File: src/rtl/gpio_share_pkg.sv
// Package: register select encoding shared by the port RTL.
// Assumes a 2-bit register select on the bus.
package gpio_share_pkg;
    typedef enum logic [1:0] {
        SEL_DATA = 2'd0,
        SEL_PULL = 2'd1,
        SEL_SLEW = 2'd2,
        SEL_DIR  = 2'd3
    } reg_sel_e;

    localparam int unsigned NUM_REGS = 4;
endpackage

File: src/rtl/gpio_share_regs.sv
// Register bank: four WIDTH-bit control registers written by a single-cycle
// strobe. Assumes a synchronous active-low reset that clears every register.
module gpio_share_regs
    import gpio_share_pkg::*;
#(
    parameter int unsigned WIDTH = 8
) (
    input  logic             clk,
    input  logic             rst_n,
    input  logic             wr_en,
    input  logic [1:0]       wr_sel,
    input  logic [WIDTH-1:0] wr_data,
    output logic [WIDTH-1:0] data_q,
    output logic [WIDTH-1:0] pull_q,
    output logic [WIDTH-1:0] slew_q,
    output logic [WIDTH-1:0] dir_q
);
    logic [WIDTH-1:0] bank_q [NUM_REGS];

    for (genvar r = 0; r < NUM_REGS; r++) begin : g_reg
        localparam logic [1:0] MY_SEL = 2'(r);
        // Load one register when its select matches a write strobe.
        always_ff @(posedge clk) begin
            if (!rst_n)
                bank_q[r] <= '0;
            else if (wr_en && (wr_sel == MY_SEL))
                bank_q[r] <= wr_data;
        end
    end

    // Present the bank under named outputs.
    always_comb begin
        data_q = bank_q[SEL_DATA];
        pull_q = bank_q[SEL_PULL];
        slew_q = bank_q[SEL_SLEW];
        dir_q  = bank_q[SEL_DIR];
    end
endmodule

File: src/rtl/gpio_share_sync.sv
// Input synchronizer: STAGES flops per bit between the pads and read data.
// Assumes pin levels are asynchronous to clk; reset clears the chain.
module gpio_share_sync #(
    parameter int unsigned WIDTH  = 8,
    parameter int unsigned STAGES = 2
) (
    input  logic             clk,
    input  logic             rst_n,
    input  logic [WIDTH-1:0] async_in,
    output logic [WIDTH-1:0] sync_out
);
    localparam int unsigned LAST = STAGES - 1;

    logic [WIDTH-1:0] chain_q [STAGES];

    // First stage captures the raw pad levels.
    always_ff @(posedge clk) begin
        if (!rst_n)
            chain_q[0] <= '0;
        else
            chain_q[0] <= async_in;
    end

    for (genvar s = 1; s < STAGES; s++) begin : g_stage
        // Each later stage copies the stage before it.
        always_ff @(posedge clk) begin
            if (!rst_n)
                chain_q[s] <= '0;
            else
                chain_q[s] <= chain_q[s-1];
        end
    end

    assign sync_out = chain_q[LAST];
endmodule

File: src/rtl/gpio_share_pinctl.sv
// Per-pin control: turns the pin's register bits and ownership flag into
// pad controls and the pin's read-data bit. Purely combinational; assumes
// an owned pin is driven entirely by the function that claims it.
module gpio_share_pinctl (
    input  logic own,
    input  logic dir,
    input  logic data,
    input  logic pull,
    input  logic slew,
    input  logic pin_sync,
    output logic oe,
    output logic out,
    output logic pu,
    output logic sl,
    output logic rd
);
    logic drive;
    logic listen;

    // Decide whether the port drives the pin or only listens to it.
    always_comb begin
        drive  = !own && dir;
        listen = !own && !dir;
    end

    // Gate every register bit by the pin's mode.
    always_comb begin
        oe  = drive;
        out = drive && data;
        pu  = listen && pull;
        sl  = drive && slew;
        rd  = drive ? data : pin_sync;
    end
endmodule

File: src/rtl/gpio_share_port.sv
// Shared-pin GPIO port top: register bank, input synchronizer, ownership
// masks and one pin controller per bit. Assumes claim inputs are synchronous
// to clk; pin DBG_PIN is owned by the debug function whenever rst_n is low.
module gpio_share_port
    import gpio_share_pkg::*;
#(
    parameter int unsigned     WIDTH    = 8,
    parameter int unsigned     DBG_PIN  = 0,
    parameter logic [WIDTH-1:0] OSC_MASK = 8'b0000_0110
) (
    input  logic             clk,
    input  logic             rst_n,
    input  logic             bus_we,
    input  logic [1:0]       bus_addr,
    input  logic [WIDTH-1:0] bus_wdata,
    output logic [WIDTH-1:0] bus_rdata,
    input  logic [WIDTH-1:0] pin_in,
    input  logic             dbg_claim,
    input  logic             osc_claim,
    output logic [WIDTH-1:0] pad_oe,
    output logic [WIDTH-1:0] pad_out,
    output logic [WIDTH-1:0] pad_pu,
    output logic [WIDTH-1:0] pad_slew
);
    localparam logic [WIDTH-1:0] DBG_MASK = WIDTH'(1) << DBG_PIN;
    localparam int unsigned      SYNC_STAGES = 2;

    logic [WIDTH-1:0] data_q, pull_q, slew_q, dir_q;
    logic [WIDTH-1:0] pin_sync;
    logic [WIDTH-1:0] own_mask;
    logic [WIDTH-1:0] rd_data_bits;

    gpio_share_regs #(.WIDTH(WIDTH)) u_regs (
        .clk     (clk),
        .rst_n   (rst_n),
        .wr_en   (bus_we),
        .wr_sel  (bus_addr),
        .wr_data (bus_wdata),
        .data_q  (data_q),
        .pull_q  (pull_q),
        .slew_q  (slew_q),
        .dir_q   (dir_q)
    );

    gpio_share_sync #(.WIDTH(WIDTH), .STAGES(SYNC_STAGES)) u_sync (
        .clk      (clk),
        .rst_n    (rst_n),
        .async_in (pin_in),
        .sync_out (pin_sync)
    );

    // Build the set of pins currently held by another function.
    always_comb begin
        own_mask = '0;
        if (osc_claim)
            own_mask = own_mask | OSC_MASK;
        if (dbg_claim || !rst_n)
            own_mask = own_mask | DBG_MASK;
    end

    for (genvar p = 0; p < WIDTH; p++) begin : g_pin
        gpio_share_pinctl u_pin (
            .own      (own_mask[p]),
            .dir      (dir_q[p]),
            .data     (data_q[p]),
            .pull     (pull_q[p]),
            .slew     (slew_q[p]),
            .pin_sync (pin_sync[p]),
            .oe       (pad_oe[p]),
            .out      (pad_out[p]),
            .pu       (pad_pu[p]),
            .sl       (pad_slew[p]),
            .rd       (rd_data_bits[p])
        );
    end

    // Select read data by register.
    always_comb begin
        unique case (reg_sel_e'(bus_addr))
            SEL_DATA: bus_rdata = rd_data_bits;
            SEL_PULL: bus_rdata = pull_q;
            SEL_SLEW: bus_rdata = slew_q;
            SEL_DIR:  bus_rdata = dir_q;
            default:  bus_rdata = '0;
        endcase
    end
endmodule

File: config.mk
export PLATFORM = sky130hd
export DESIGN_NAME = gpio_share_port
export DESIGN_NICKNAME = d
export VERILOG_FILES = /design/src/rtl/gpio_share_pkg.sv /design/src/rtl/gpio_share_regs.sv /design/src/rtl/gpio_share_sync.sv /design/src/rtl/gpio_share_pinctl.sv /design/src/rtl/gpio_share_port.sv
export SDC_FILE = /design/constraint.sdc
export NUM_CORES = 1
export LEC_CHECK = 0
export BUFFER_PORTS_ARGS = -buffer_cell sky130_fd_sc_hd__buf_2
export CAP_MARGIN = 20
export CORE_ASPECT_RATIO = 0.9
export CORE_MARGIN = 1.5
export CORE_UTILIZATION = 52
export CTS_CLUSTER_SIZE = 20
export DETAILED_ROUTE_END_ITERATION = 8
export HOLD_SLACK_MARGIN = 0.08
export PLACE_DENSITY = 0.85
export RECOVER_POWER = 100
export SETUP_SLACK_MARGIN = 0.15
export SYNTH_ARGS = -nofsm -noshare
export SYNTH_HDL_FRONTEND = slang
export SYNTH_HIERARCHICAL = 1
export SYNTH_SLANG_ARGS = --single-unit
export TNS_END_PERCENT = 1
File: constraint.sdc
create_clock -name clk -period 2.1 [get_ports clk]
set_clock_uncertainty 0.2 [all_clocks]
set_input_delay 0.21 -clock clk [delete_from_list [all_inputs] [get_ports clk]]
set_output_delay 0.21 -clock clk [all_outputs]
set_load 0.05 [all_outputs]
==> metrics <==
outcome finished, violations left; failing checks setup timing; switching power 0.575 mW; Clock Power Share 22.9%; CTS sink count 48; Synth Cell Area 0.00231 sq mm; LEAKAGE 1.25 nW; final hold violations 0; Yosys warning count 6; final WL 4.72 mm; Root Buffer clkbuf_8; Pre-antenna DRT Iters 4; WS Path Type flop to primary output; Top FF cell, synth edfxtp_1; worst reg2reg startpoint u_sync/chain_q[0][7]$_SDFF_PN0_; sequential fraction of the synthesis area 55.4%; setup violation total in the final timing report 8; ANT nets after route 0; Clock transition at path regs 0.07 ns; RSZ-0062 raised after global routing yes; clk buf depth 2; worst path arrival time 1.78 ns; asr flop ratio synth 0%; number of synthesized flops with an enable pin 32; peak fanout along the critical path 3; Max VDD drop 0.000679 V; Synth top cells by count and2_1, edfxtp_1, and2_2, dfxtp_1; max_cap viols 0; CTS H-tree lvls 2; Crit-path slowest cell mux4_2; drt wl/cell 14.5 um; worst min path class flop to flop; largest net degree at the start of global routing 25; area share of the largest cell type after synthesis 41.5%; Syn Inst Count 160; fin nets 291; Internal 1.48 mW; FF-to-FF path depth 1; die area 0.00486 sq mm; layout cells sized above 1 39.5%; Slew Viols, Final 0; Starting DRT DRC Count 98; RR Endpoint u_sync/chain_q[1][7]$_SDFF_PN0_; most frequent cell after synthesis and2_1; leading area contributor after synthesis edfxtp_1; relative slew slack 47.2%; Fmax 457 MHz; GPL Wtd Cong 0.738; initial antenna violation count 0; Cell variety after synth 18; CP endpoint kind primary output; first-pass GRT wire length 7.66 mm; Initial Utilization 55.3%; Vias 1569; Flop pwr share 53.5%; Final Cycle Share 104%; Vias/cell 4.81; synth-to-layout area growth 31.5%; Design Power 2.05 mW; Yosys reg bits 48; Startpoint Class flop; GRT Util Overall 21.6%; number of buffers created by CTS 5; synth top area cells edfxtp_1, dfxtp_1, and2_1, and2_2, mux4_2; core area 0.00418 sq mm; Max stage delay on crit path 0.47 ns; IO Port Bufs 62; GRT overflow 0; Combinational Power Share 23.6%; Min Clock Period, post-route 2.19 ns; Residual DRC 0; Sw Share 28.0%; num ports 63; Post-DP HPWL 3.29 mm; Die Width 73.3 um; Worst Hold Depth 1; Pwr Density 674 mW/mm^2; Setup WS post-layout -0.0883 ns; worst slew pin tran 0.792 ns; r2r setup slk 1.33 ns; vias in the first global route 1626; worst-path cell chain nor2b_4 -> mux2_4 -> mux4_2 -> buf_6; Hold EP u_sync/chain_q[1][3]$_SDFF_PN0_; placement row count 22; final antenna diode count 0; Worst Hold Launch u_sync/chain_q[0][3]$_SDFF_PN0_; Worst-Skew Late Latency 0.28 ns; required time worst endpoint 1.69 ns; setup TNS -0.566 ns; die height 66.3 um; CTS tree yes; post-synthesis average cell area 14.5 sq um
-- power groups by stage --
stage                     registers, mW  clock network [mW]  logic, mW
after floorplan                    1.11                   0      0.324
after global placement             1.12                   0      0.425
after detailed placement           1.12                   0      0.431
after CTS                          1.10               0.480      0.498
after global routing               1.11               0.522      0.510
final                              1.10               0.470      0.483
-- sequential cells by signal (all words and copies together), names as in the netlist --
signal,count
u_sync/chain_q,16
u_regs/bank_q,32
-- cells by family (layout without fill, tap and decap cells) --
group	count (synthesis)	in the layout	synth area share (%)
muxes	16	16	13.0
DFF	48	48	55.4
AOI/OAI and AO/OA	4	4	0.865
and+or+nand+nor	87	87	29.3
other	1	10	0.162
buffers and inverters	4	101	1.35
-- critical path: cells and delay by family, from the launching register on --
kind / cells / cell delay, ns
buf+inv: 1 / 0.17
simple gates: 1 / 0.16
flops: 1 / 0.42
mux: 2 / 0.75
-- worst max-delay path by stage --
stage,start,to,slack (ns),depth (start not counted)
2_1_floorplan,u_regs/bank_q[3][1]$_SDFFCE_PN0P_,bus_rdata[1],0.05,3
3_3_place_gp,dbg_claim,bus_rdata[0],0.15,6
3_5_place_dp,dbg_claim,bus_rdata[0],0.14,6
4_1_cts,u_regs/bank_q[3][4]$_SDFFCE_PN0P_,bus_rdata[4],-0.09,4
5_1_grt,u_regs/bank_q[3][4]$_SDFFCE_PN0P_,bus_rdata[4],-0.15,4
6_report,u_regs/bank_q[3][4]$_SDFFCE_PN0P_,bus_rdata[4],-0.09,4
-- metal layers --
| metal | global-route usage [%] | share of wire (%) | up-vias |
|---|---|---|---|
| met3 | 5.03 | 5.4 | 12 |
| li1 | - | - | 766 |
| met1 | 25.3 | 41 | 734 |
| met5 | 0 | 0 | - |
| met2 | 38.8 | 51 | 57 |
| met4 | 7.64 | 2.2 | 0 |
-- stage by stage --
| stage | utilization (%) | hold WS (ns) | std cells | cell area [sq um] | setup WS (ns) |
|---|---|---|---|---|---|
| 6_report | 72.7 | 0.234 | 326 | 3040 | -0.0883 |
| 5_1_grt | 72.7 | 0.258 | 326 | 3040 | -0.147 |
| 4_1_cts | 74.4 | 0.240 | 325 | 3110 | -0.0948 |
| 3_5_place_dp | 66.4 | 0.222 | 297 | 2780 | 0.136 |
| 3_3_place_gp | 66.4 | 0.214 | 297 | 2780 | 0.153 |
| 2_1_floorplan | - | 0.146 | 169 | 2350 | 0.0505 |
-- cell type report --
| cell class | count | area (sq um) |
|---|---|---|
| Fill cell | 318 | 1140 |
| Inverter | 1 | 3.75 |
| Tap cell | 60 | 75.1 |
| Clock buffer | 5 | 68.8 |
| Multi-Input combinational cell | 117 | 1030 |
| Sequential cell | 48 | 1280 |
| Timing Repair Buffer | 95 | 586 |
-- repair_timing --
action,in CTS,in global routing
setup endpoints to repair,8,8
resized for setup,16,0
pin swaps,0,0
gates cloned,0,0
hold buffers,16,0
buffers inserted,7,1
hold endpoints to repair,40,0
-- cell usage in the layout, fill, tap and decap left out, types with 10 or more instances in the layout --
cell           instances
and2_1                22
clkbuf_1              32
conb_1                10
dlygate4sd3_1         16
buf_2                 21
dfxtp_1               16
and2_2                28
and2_0                14
edfxtp_1              32
clkbuf_2              10
(Power assumes the default switching activity.)
